$ cat config.mk
export PLATFORM = sky130hd
export DESIGN_NAME = ptgMatcher
export DESIGN_NICKNAME = d
export VERILOG_FILES = /design/src/rtl/ptgPkg.sv /design/src/rtl/ptgEntryCmp.sv /design/src/rtl/ptgDatapath.sv /design/src/rtl/ptgControl.sv /design/src/rtl/ptgMatcher.sv
export SDC_FILE = /design/constraint.sdc
export NUM_CORES = 1
export LEC_CHECK = 0
export ABC_AREA = 1
export BUFFER_PORTS_ARGS = -buffer_cell sky130_fd_sc_hd__buf_2
export CAP_MARGIN = 20
export CELL_PAD_IN_SITES_DETAIL_PLACEMENT = 1
export CELL_PAD_IN_SITES_GLOBAL_PLACEMENT = 1
export CORE_AREA = 2 2 444 446
export DETAILED_ROUTE_END_ITERATION = 6
export DIE_AREA = 0 0 446 448
export PLACE_DENSITY = 0.38
export SKIP_CTS_REPAIR_TIMING = 1
export SYNTH_ARGS = -nofsm -noshare
export SYNTH_HDL_FRONTEND = slang
export SYNTH_SLANG_ARGS = --single-unit
$ cat constraint.sdc
create_clock -name clk -period 0.8 [get_ports clk]
set_input_delay 0.04 -clock clk [delete_from_list [all_inputs] [get_ports clk]]
set_output_delay 0.04 -clock clk [all_outputs]
set_load 0.01 [all_outputs]
$ cat src/rtl/ptgPkg.sv
package ptgPkg;

  // Strobes passed from control to datapath
  typedef struct packed {
    logic capture;  // load a fresh result
    logic clear;    // force results to zero
  } ptgStrobes_t;

endpackage

$ cat src/rtl/ptgEntryCmp.sv
module ptgEntryCmp #(
  parameter int ENTRY_W = 160,
  parameter int WORD_W  = 32,
  parameter int VPN_W   = 52,
  parameter int ASID_W  = 8,
  parameter int FLAG_W  = 8
) (
  input  logic [ENTRY_W-1:0] entry,
  input  logic [VPN_W-1:0]   lookupVpn,
  input  logic [ASID_W-1:0]  lookupAsid,
  output logic               isMatch,
  output logic [VPN_W-1:0]   entryPpn,
  output logic [FLAG_W-1:0]  entryFlags
);
  localparam int HI_W       = VPN_W - WORD_W;
  localparam int VALID_POS  = WORD_W - ASID_W - 1;
  localparam int GLOBAL_POS = VALID_POS - 1;
  localparam int PPN_LO     = 1 * WORD_W;
  localparam int PPN_HI     = 2 * WORD_W;
  localparam int VPN_LO     = 3 * WORD_W;
  localparam int VPN_HI     = 4 * WORD_W;

  logic [ASID_W-1:0] entryAsid;
  logic              entryValid;
  logic              entryGlobal;
  logic [VPN_W-1:0]  entryVpn;
  logic              vpnEq;
  logic              asidOk;

  assign entryAsid   = entry[WORD_W-1 -: ASID_W];
  assign entryValid  = entry[VALID_POS];
  assign entryGlobal = entry[GLOBAL_POS];
  assign entryVpn    = {entry[VPN_HI +: HI_W], entry[VPN_LO +: WORD_W]};
  assign entryPpn    = {entry[PPN_HI +: HI_W], entry[PPN_LO +: WORD_W]};
  assign entryFlags  = entry[FLAG_W-1:0];

  assign vpnEq   = (entryVpn == lookupVpn);
  assign asidOk  = entryGlobal | (entryAsid == lookupAsid);
  assign isMatch = entryValid & vpnEq & asidOk;

  // Fields with no role in matching
  logic unusedFields;
  assign unusedFields = ^{entry[GLOBAL_POS-1:FLAG_W],
                          entry[PPN_HI+HI_W +: WORD_W-HI_W],
                          entry[VPN_HI+HI_W +: WORD_W-HI_W]};
endmodule

$ cat src/rtl/ptgDatapath.sv
module ptgDatapath
  import ptgPkg::*;
#(
  parameter int NUM_ENTRIES = 6,
  parameter int ENTRY_W     = 160,
  parameter int HDR_W       = 64,
  parameter int GROUP_W     = 1024,
  parameter int VPN_W       = 52,
  parameter int ASID_W      = 8,
  parameter int FLAG_W      = 8,
  parameter int IDX_W       = 3,
  parameter bit OUT_REG     = 1'b1
) (
  input  logic               clk,
  input  logic               rstN,
  input  ptgStrobes_t        strobes,
  input  logic [GROUP_W-1:0] group,
  input  logic [VPN_W-1:0]   lookupVpn,
  input  logic [ASID_W-1:0]  lookupAsid,
  output logic               hit,
  output logic               multiHit,
  output logic [IDX_W-1:0]   hitIdx,
  output logic [VPN_W-1:0]   ppn,
  output logic [FLAG_W-1:0]  accessFlags
);
  localparam int USED_W = HDR_W + NUM_ENTRIES * ENTRY_W;

  logic [NUM_ENTRIES-1:0] matchVec;
  logic [VPN_W-1:0]       ppnArr   [NUM_ENTRIES];
  logic [FLAG_W-1:0]      flagsArr [NUM_ENTRIES];

  for (genvar e = 0; e < NUM_ENTRIES; e++) begin : g_cmp
    ptgEntryCmp #(
      .ENTRY_W(ENTRY_W), .VPN_W(VPN_W), .ASID_W(ASID_W), .FLAG_W(FLAG_W)
    ) u_cmp (
      .entry     (group[HDR_W + e*ENTRY_W +: ENTRY_W]),
      .lookupVpn (lookupVpn),
      .lookupAsid(lookupAsid),
      .isMatch   (matchVec[e]),
      .entryPpn  (ppnArr[e]),
      .entryFlags(flagsArr[e])
    );
  end

  // Lowest index wins; any later match marks a multi-hit
  logic              selFound;
  logic              selMulti;
  logic [IDX_W-1:0]  selIdx;
  logic [VPN_W-1:0]  selPpn;
  logic [FLAG_W-1:0] selFlags;

  always_comb begin
    selFound = 1'b0;
    selMulti = 1'b0;
    selIdx   = '0;
    selPpn   = '0;
    selFlags = '0;
    for (int i = 0; i < NUM_ENTRIES; i++) begin
      if (matchVec[i]) begin
        if (selFound) begin
          selMulti = 1'b1;
        end else begin
          selFound = 1'b1;
          selIdx   = IDX_W'(i);
          selPpn   = ppnArr[i];
          selFlags = flagsArr[i];
        end
      end
    end
  end

  if (OUT_REG) begin : g_reg
    always_ff @(posedge clk or negedge rstN) begin
      if (!rstN) begin
        hit         <= 1'b0;
        multiHit    <= 1'b0;
        hitIdx      <= '0;
        ppn         <= '0;
        accessFlags <= '0;
      end else if (strobes.capture) begin
        hit         <= selFound;
        multiHit    <= selMulti;
        hitIdx      <= selIdx;
        ppn         <= selPpn;
        accessFlags <= selFlags;
      end else if (strobes.clear) begin
        hit         <= 1'b0;
        multiHit    <= 1'b0;
        hitIdx      <= '0;
        ppn         <= '0;
        accessFlags <= '0;
      end
    end
  end else begin : g_comb
    logic gate;
    assign gate        = strobes.capture & ~strobes.clear;
    assign hit         = gate & selFound;
    assign multiHit    = gate & selMulti;
    assign hitIdx      = gate ? selIdx   : '0;
    assign ppn         = gate ? selPpn   : '0;
    assign accessFlags = gate ? selFlags : '0;
    logic unusedClk;
    assign unusedClk = clk ^ rstN;
  end

  // Header and any padding above the last entry carry no match data
  logic unusedHdr;
  if (USED_W < GROUP_W) begin : g_pad
    assign unusedHdr = ^{group[GROUP_W-1:USED_W], group[HDR_W-1:0]};
  end else begin : g_nopad
    assign unusedHdr = ^group[HDR_W-1:0];
  end
endmodule

$ cat src/rtl/ptgControl.sv
module ptgControl
  import ptgPkg::*;
#(
  parameter bit OUT_REG = 1'b1
) (
  input  logic        clk,
  input  logic        rstN,
  input  logic        reqValid,
  output ptgStrobes_t strobes,
  output logic        respValid
);
  assign strobes.capture = reqValid;
  assign strobes.clear   = ~reqValid;

  if (OUT_REG) begin : g_reg
    always_ff @(posedge clk or negedge rstN) begin
      if (!rstN) respValid <= 1'b0;
      else       respValid <= reqValid;
    end
  end else begin : g_comb
    assign respValid = reqValid;
    logic unusedClk;
    assign unusedClk = clk ^ rstN;
  end
endmodule

$ cat src/rtl/ptgMatcher.sv
module ptgMatcher
  import ptgPkg::*;
#(
  parameter int NUM_ENTRIES = 6,
  parameter int ENTRY_W     = 160,
  parameter int HDR_W       = 64,
  parameter int GROUP_W     = 1024,
  parameter int VPN_W       = 52,
  parameter int ASID_W      = 8,
  parameter int FLAG_W      = 8,
  parameter bit OUT_REG     = 1'b1,
  localparam int IDX_W      = $clog2(NUM_ENTRIES)
) (
  input  logic               clk,
  input  logic               rstN,
  input  logic               reqValid,
  input  logic [GROUP_W-1:0] group,
  input  logic [VPN_W-1:0]   lookupVpn,
  input  logic [ASID_W-1:0]  lookupAsid,
  output logic               respValid,
  output logic               hit,
  output logic               multiHit,
  output logic [IDX_W-1:0]   hitIdx,
  output logic [VPN_W-1:0]   ppn,
  output logic [FLAG_W-1:0]  accessFlags
);
  ptgStrobes_t strobes;

  ptgControl #(.OUT_REG(OUT_REG)) u_ctrl (
    .clk      (clk),
    .rstN     (rstN),
    .reqValid (reqValid),
    .strobes  (strobes),
    .respValid(respValid)
  );

  ptgDatapath #(
    .NUM_ENTRIES(NUM_ENTRIES), .ENTRY_W(ENTRY_W), .HDR_W(HDR_W),
    .GROUP_W(GROUP_W), .VPN_W(VPN_W), .ASID_W(ASID_W), .FLAG_W(FLAG_W),
    .IDX_W(IDX_W), .OUT_REG(OUT_REG)
  ) u_dp (
    .clk        (clk),
    .rstN       (rstN),
    .strobes    (strobes),
    .group      (group),
    .lookupVpn  (lookupVpn),
    .lookupAsid (lookupAsid),
    .hit        (hit),
    .multiHit   (multiHit),
    .hitIdx     (hitIdx),
    .ppn        (ppn),
    .accessFlags(accessFlags)
  );
endmodule

After elaboration in Yosys (flattened, before gate mapping)

Cells that the tools add are included.

Flip-flop bits (word level): 66
Latch bits: 0
RAM bits: 0
Memory bits (read-only): 0
Bits of input ports: 1087
Output and inout bits: 66
Logic and storage cells: 89
Memories: 0

Add/subtract/negate cells: 0
$mul: 0
Div/mod/pow operators: 0
Magnitude comparators: 0
Equality and inequality tests: 12
Shift-type cells: 0
Muxes and demuxes: 53
Bitwise logic cells: 18
Reduce and logical (&&, ||, !) cells: 0

Operators with widths:

| cell           | number |
|---|---|
| $mux W52       | 12 |
| $eq A52 B52 Y1 | 6 |
| $mux W8        | 12 |
| $eq A8 B8 Y1   | 6 |
| $mux W3        | 10 |
| $mux W1        | 19 |
| $and A1 B1 Y1  | 12 |
| $or A1 B1 Y1   | 6 |

Longest topological paths before layout

Word-level depth: 15
Mapped depth: 19
Gate-level depth less buffers: 17

Cells and area by module

A second synthesis with hierarchy kept.

Cell total of the unflattened synthesis: 2978
Area, all modules: 15363.5 µm²

Modules (own cells, without submodules):

| module      | instances | cells each | area an instance (µm²) | seq. area each (µm²) |
|---|---|---|---|---|
| ptgEntryCmp | 6         | 282        | 1447.6                 | 0.0 |
| ptgDatapath | 1         | 1283       | 6641.4                 | 1626.6 |
| ptgControl  | 1         | 3          | 36.3                   | 25.0 |

Least setup slack after synthesis

Ideal clock, no wire load.

Path kind: input port to flip-flop
Start: input lookupVpn[30]
End: register u_dp.ppn[19]
Library setup time: 0.136 ns
Data arrival time: 1.732 ns
Data required time: 0.664 ns
Slack: -1.068 ns
Stages: 19
Buffers on the path: 4
Path through: buf_2 inv_2 nand2_1 nand2_1 nor2_1 nand2_1 nor2_1 nand2_1 nor2_4 nand3_1 buf_2 nand4_2 buf_6 buf_4 nor2_1 nor2_1 nand2_1 nand2_1 a21oi_1

Word-level cells in the longest chain between the ends: 15
Elaborated cells between the ends (all ways): 35
Those cells by class: eq/ne (6); mux (17); bitwise (12)

RTL lines:

| element                                    | RTL line          | source |
|---|---|---|
| start: declaration                         | ptgMatcher.sv:18  | `input logic [VPN_W-1:0] lookupVpn,` |
| $eq A52 B52 Y1                             | ptgEntryCmp.sv:37 | `assign vpnEq = (entryVpn == lookupVpn);` |
| $and A1 B1 Y1 (2 in series)                | ptgEntryCmp.sv:39 | `assign isMatch = entryValid & vpnEq & asidOk;` |
| $mux W52 / $mux W1 (equally long branches) | ptgDatapath.sv:59 | `if (matchVec[i]) begin` |
| $mux W52                                   | ptgDatapath.sv:60 | `if (selFound) begin` |
| $mux W52                                   | ptgDatapath.sv:59 |  |
| $mux W52                                   | ptgDatapath.sv:60 |  |
| $mux W52                                   | ptgDatapath.sv:59 |  |
| $mux W52                                   | ptgDatapath.sv:60 |  |
| $mux W52                                   | ptgDatapath.sv:59 |  |
| $mux W52                                   | ptgDatapath.sv:60 |  |
| $mux W52                                   | ptgDatapath.sv:59 |  |
| $mux W52                                   | ptgDatapath.sv:60 |  |
| $mux W52 *                                 | ptgDatapath.sv:59 |  |
| $mux W52 *                                 | ptgDatapath.sv:80 | `end else if (strobes.capture) begin` |
| end signal: assignment                     | ptgDatapath.sv:84 | `ppn <= selPpn;` |
| end: declaration                           | ptgDatapath.sv:23 | `output logic [VPN_W-1:0] ppn,` |

Mark *: on every way between the ends. The rest lies on a longest branch, timed or not.

Worst setup path after layout

Start: input lookupVpn[28]
End: register u_dp.ppn[50]

Same word-level chain as after synthesis.

==> flow_summary.html <==
<table>
<tr><th>Metric</th><th>Value</th></tr>
<tr><th colspan="2">Placed design</th></tr>
<tr><td>Number of input and output port buffers inserted</td><td>860</td></tr>
<tr><td>Final HPWL DP</td><td>146500 um</td></tr>
<tr><td>Worst setup slack before clock tree synthesis</td><td>-2789 ps</td></tr>
<tr><td>GPL Wtd Cong</td><td>0.9279</td></tr>
<tr><td>Placed Area</td><td>0.02366 mm^2</td></tr>
<tr><th colspan="2">STA</th></tr>
<tr><td>Fmax achieved</td><td>432.8 MHz</td></tr>
<tr><td>Number of hold violations in the final report</td><td>0</td></tr>
<tr><td>Final setup violating endpoints</td><td>131</td></tr>
<tr><td>Max_slew headroom</td><td>0.6127</td></tr>
<tr><td>Time the worst path needs with I/O delays and setup</td><td>2311 ps</td></tr>
<tr><td>Post-route setup TNS</td><td>-101070 ps</td></tr>
<tr><td>Tightest Pin Transition</td><td>574.9 ps</td></tr>
<tr><td>Max-slew violation total from the final report</td><td>0</td></tr>
<tr><td>RSZ-0062 raised after global routing</td><td>true</td></tr>
<tr><td>Final critical-path share of the clock period</td><td>2.888</td></tr>
<tr><td>Worst hold slack</td><td>16.87 ps</td></tr>
<tr><td>Worst path setup slack after routing</td><td>-1511 ps</td></tr>
<tr><th colspan="2">Routing</th></tr>
<tr><td>Post-DR wirelength/cell</td><td>26.05 um</td></tr>
<tr><td>Remaining design rule violation count</td><td>0</td></tr>
<tr><td>DR vias</td><td>22450</td></tr>
<tr><td>Routed via count divided by cell count</td><td>3.487</td></tr>
<tr><td>Initial detailed-routing violation count</td><td>1562</td></tr>
<tr><td>Drt total wl</td><td>167700 um</td></tr>
<tr><td>Routed Antenna Nets</td><td>0</td></tr>
<tr><td>DRT Pass-1 Iters</td><td>6</td></tr>
<tr><th colspan="2">Yosys</th></tr>
<tr><td>Net count after synthesis</td><td>3680</td></tr>
<tr><td>Sequential area share after synthesis</td><td>0.1306</td></tr>
<tr><td>Synth top area share</td><td>0.2603</td></tr>
<tr><td>Most used flip-flop cell after synthesis</td><td>sky130_fd_sc_hd__dfrtp_1</td></tr>
<tr><td>Average size of a mapped cell</td><td>4.878 um^2</td></tr>
<tr><td>Count of cell types in the netlist</td><td>36</td></tr>
<tr><td>Ys async rst share</td><td>1.000</td></tr>
<tr><td>Top area cells in the synthesized netlist</td><td>sky130_fd_sc_hd__nand2_1, sky130_fd_sc_hd__dfrtp_1, sky130_fd_sc_hd__nand3_1</td></tr>
<tr><td>Post-Synthesis Cell Area</td><td>0.01265 mm^2</td></tr>
<tr><td>Flop and latch count out of synthesis</td><td>66</td></tr>
<tr><td>Post-synth EDFFs</td><td>0</td></tr>
<tr><td>Cell count after synthesis</td><td>2593</td></tr>
<tr><td>Biggest area consumer among synthesized cells</td><td>sky130_fd_sc_hd__nand2_1</td></tr>
<tr><td>Most frequent cell after synthesis</td><td>sky130_fd_sc_hd__nand2_1</td></tr>
<tr><td>Yosys synthesis warning count</td><td>0</td></tr>
<tr><td>Leading post-synthesis cells by instance count</td><td>sky130_fd_sc_hd__nand2_1, sky130_fd_sc_hd__inv_1, sky130_fd_sc_hd__nand3_1, sky130_fd_sc_hd__nor2_1, sky130_fd_sc_hd__o21ai_0</td></tr>
<tr><th colspan="2">Floorplanning</th></tr>
<tr><td>Vertical extent of the die</td><td>448 um</td></tr>
<tr><td>Effective utilization at floorplan</td><td>0.06500</td></tr>
<tr><td>Die area</td><td>0.1998 mm^2</td></tr>
<tr><td>Chip Width</td><td>446 um</td></tr>
<tr><td>Count of standard-cell rows</td><td>162</td></tr>
<tr><td>Core area</td><td>0.1946 mm^2</td></tr>
<tr><td>Boundary pin count</td><td>1153</td></tr>
<tr><th colspan="2">Setup path</th></tr>
<tr><td>Critical path start-end classification</td><td>input pin to flip-flop</td></tr>
<tr><td>Crit path DAT</td><td>2620 ps</td></tr>
<tr><td>Crit path max fanout</td><td>11</td></tr>
<tr><td>Critical Path Start Type</td><td>input pin</td></tr>
<tr><td>Critical Path End Type</td><td>flip-flop</td></tr>
<tr><td>Critical path required time</td><td>1110 ps</td></tr>
<tr><th colspan="2">CTS</th></tr>
<tr><td>Maximum clock insertion buffer count</td><td>2</td></tr>
<tr><td>Root buf cell</td><td>sky130_fd_sc_hd__clkbuf_16</td></tr>
<tr><td>Clock-pin slew of the registers on the worst-case setup and hold paths</td><td>70 ps</td></tr>
<tr><td>Total clock buffers created by CTS</td><td>9</td></tr>
<tr><td>Sink count of the clock tree</td><td>66</td></tr>
<tr><td>Number of H-tree levels</td><td>3</td></tr>
<tr><td>Clock tree from TritonCTS</td><td>yes</td></tr>
<tr><th colspan="2">Worst hold path</th></tr>
<tr><td>Worst Hold Class</td><td>input pin to flip-flop</td></tr>
<tr><td>Worst Hold End</td><td>u_dp.ppn[51]</td></tr>
<tr><td>Instance count along the most critical hold path</td><td>4</td></tr>
<tr><td>Hold wc startpoint</td><td>reqValid</td></tr>
<tr><th colspan="2">Power and ir drop</th></tr>
<tr><td>Power density cells</td><td>618.0 mW/mm^2</td></tr>
<tr><td>Leakage Power</td><td>14.62 nW</td></tr>
<tr><td>Overall power</td><td>0.01740 W</td></tr>
<tr><td>Worst ir drop on vdd</td><td>0.8395 mV</td></tr>
<tr><th colspan="2">Final layout</th></tr>
<tr><td>Relative area change from synthesis to final layout</td><td>122.6%</td></tr>
<tr><td>Final layout net count</td><td>4949</td></tr>
<tr><td>Fillers</td><td>24010</td></tr>
<tr><td>Share of cells above drive strength 1</td><td>0.4595</td></tr>
<tr><td>Total non-filler cell area in the finished layout</td><td>0.02816 mm^2</td></tr>
<tr><th colspan="2">Global routing</th></tr>
<tr><td>Congestion Overflow GR</td><td>0</td></tr>
<tr><td>Initial antenna violation count</td><td>126</td></tr>
<tr><td>Global-route wire length before repair</td><td>201400 um</td></tr>
<tr><td>GRT Util Overall</td><td>0.1525</td></tr>
<tr><td>Vias in the first global route</td><td>21540</td></tr>
<tr><td>Maximum number of pins on one net before global-route repair</td><td>39</td></tr>
<tr><th colspan="2">Flow run</th></tr>
<tr><td>Count of max-cap constraint violations</td><td>0</td></tr>
<tr><th colspan="2">Status</th></tr>
<tr><td>Violated checks</td><td>negative setup slack</td></tr>
<tr><td>Status</td><td>finished, violations left</td></tr>
</table>
==> how the worst max path moves through the flow <==
| stage | start | cells after the start | end | slack (ps) |
|---|---|---|---|---|
| after floorplan | lookupVpn[37] | 18 | u_dp.ppn[20] | -940 |
| after global placement | lookupAsid[2] | 16 | u_dp.multiHit | -2830 |
| after detailed placement | lookupAsid[2] | 16 | u_dp.multiHit | -2790 |
| after CTS | lookupAsid[2] | 16 | u_dp.multiHit | -2370 |
| after global routing | lookupVpn[0] | 24 | u_dp.ppn[47] | -1600 |
| final | lookupVpn[28] | 19 | u_dp.ppn[50] | -1510 |
==> flip-flops by register name, summed over array words and instances, names as in the netlist <==
| register | cells |
|---|---|
| u_dp.hitIdx | 3 |
| u_ctrl.respValid | 1 |
| u_dp.accessFlags | 8 |
| u_dp.ppn | 52 |
| u_dp.multiHit | 1 |
| u_dp.hit | 1 |
==> metal layers <==
layer	track usage	wire, um
met1	0.1919	71210
met3	0.03439	10530
met2	0.2649	81420
met4	0.03029	4055
met5	0	480
==> logic make-up after synthesis <==
logic type / after synthesis / synth area share
DFF: 66 / 0.1306
xor gates and xnor gates: 69 / 0.04778
buffers and inverters: 604 / 0.1882
and+or+nand+nor: 1635 / 0.5419
AOI/OAI and AO/OA: 219 / 0.09150
==> cell usage in the layout, fill, tap and decap left out, types with 4 or more instances in the layout <==
cell,Yosys,final
sky130_fd_sc_hd__xnor2_2,0,4
sky130_fd_sc_hd__or2_2,14,11
sky130_fd_sc_hd__inv_4,0,13
sky130_fd_sc_hd__nand3_4,0,25
sky130_fd_sc_hd__inv_6,0,4
sky130_fd_sc_hd__buf_2,54,801
sky130_fd_sc_hd__nand3_2,3,61
sky130_fd_sc_hd__nand2_1,877,771
sky130_fd_sc_hd__nand3_1,329,246
sky130_fd_sc_hd__buf_4,9,277
sky130_fd_sc_hd__dfrtp_1,66,62
sky130_fd_sc_hd__nand2_2,1,93
sky130_fd_sc_hd__inv_1,422,388
sky130_fd_sc_hd__nand4_1,74,74
sky130_fd_sc_hd__clkinv_1,32,29
sky130_fd_sc_hd__nor2_2,2,62
sky130_fd_sc_hd__buf_8,0,17
sky130_fd_sc_hd__dfrtp_2,0,4
sky130_fd_sc_hd__o21ai_1,9,23
sky130_fd_sc_hd__o21ai_0,104,80
sky130_fd_sc_hd__a21oi_1,72,30
sky130_fd_sc_hd__buf_16,0,5
sky130_fd_sc_hd__xor2_1,28,27
sky130_fd_sc_hd__clkinvlp_4,0,9
sky130_fd_sc_hd__clkbuf_16,0,27
sky130_fd_sc_hd__nand2_4,0,13
sky130_fd_sc_hd__nor2_4,3,40
sky130_fd_sc_hd__dlygate4sd3_1,0,60
sky130_fd_sc_hd__buf_6,1,88
sky130_fd_sc_hd__diode_2,0,29
sky130_fd_sc_hd__clkbuf_4,0,8
sky130_fd_sc_hd__o21ai_2,0,9
sky130_fd_sc_hd__a21oi_2,0,39
sky130_fd_sc_hd__buf_12,0,105
sky130_fd_sc_hd__xnor2_1,41,37
sky130_fd_sc_hd__inv_2,29,36
sky130_fd_sc_hd__nor2_1,319,222
sky130_fd_sc_hd__o22ai_1,25,24
==> through the flow <==
stage	util	std cells
after floorplan	-	2593
after global placement	0.1216	6248
after detailed placement	0.1216	6248
after CTS	0.1232	6264
after global routing	0.1446	6426
final	0.1447	6438
==> worst max-delay path: stages <==
cell	delay, ps
sky130_fd_sc_hd__buf_2	150
sky130_fd_sc_hd__inv_2	100
sky130_fd_sc_hd__buf_4	160
sky130_fd_sc_hd__nand2_1	50
sky130_fd_sc_hd__nand2_1	60
sky130_fd_sc_hd__nor2_2	190
sky130_fd_sc_hd__nand2_2	100
sky130_fd_sc_hd__nor2_4	120
sky130_fd_sc_hd__nand2_2	70
sky130_fd_sc_hd__nor2_4	180
sky130_fd_sc_hd__buf_4	280
sky130_fd_sc_hd__buf_12	200
sky130_fd_sc_hd__buf_12	150
sky130_fd_sc_hd__nand4_1	200
sky130_fd_sc_hd__nand3_2	180
sky130_fd_sc_hd__nand3_1	80
sky130_fd_sc_hd__nand2_1	80
sky130_fd_sc_hd__nand2_1	80
sky130_fd_sc_hd__a21oi_1	120
==> area by class of cell <==
type | instances | area, um^2 | share of cell area
Multi-Input combinational cell | 1923 | 10310 | 0.3661
Timing Repair Buffer | 1379 | 10690 | 0.3795
Antenna cell | 29 | 72.57 | 0.002577
Clock inverter | 5 | 78.83 | 0.002799
Inverter | 483 | 1943 | 0.06900
Tap cell | 2542 | 3181 | 0.1129
Clock buffer | 11 | 232.7 | 0.008264
Sequential cell | 66 | 1657 | 0.05883
==> power breakdown <==
part	switching (W)	internal, W	total, W
clock	0.00212	0.00274	0.00486
combinational	0.00518	0.00402	0.00920
sequential	0.00000110	0.00334	0.00334
Power figures use the tool's default switching activity.
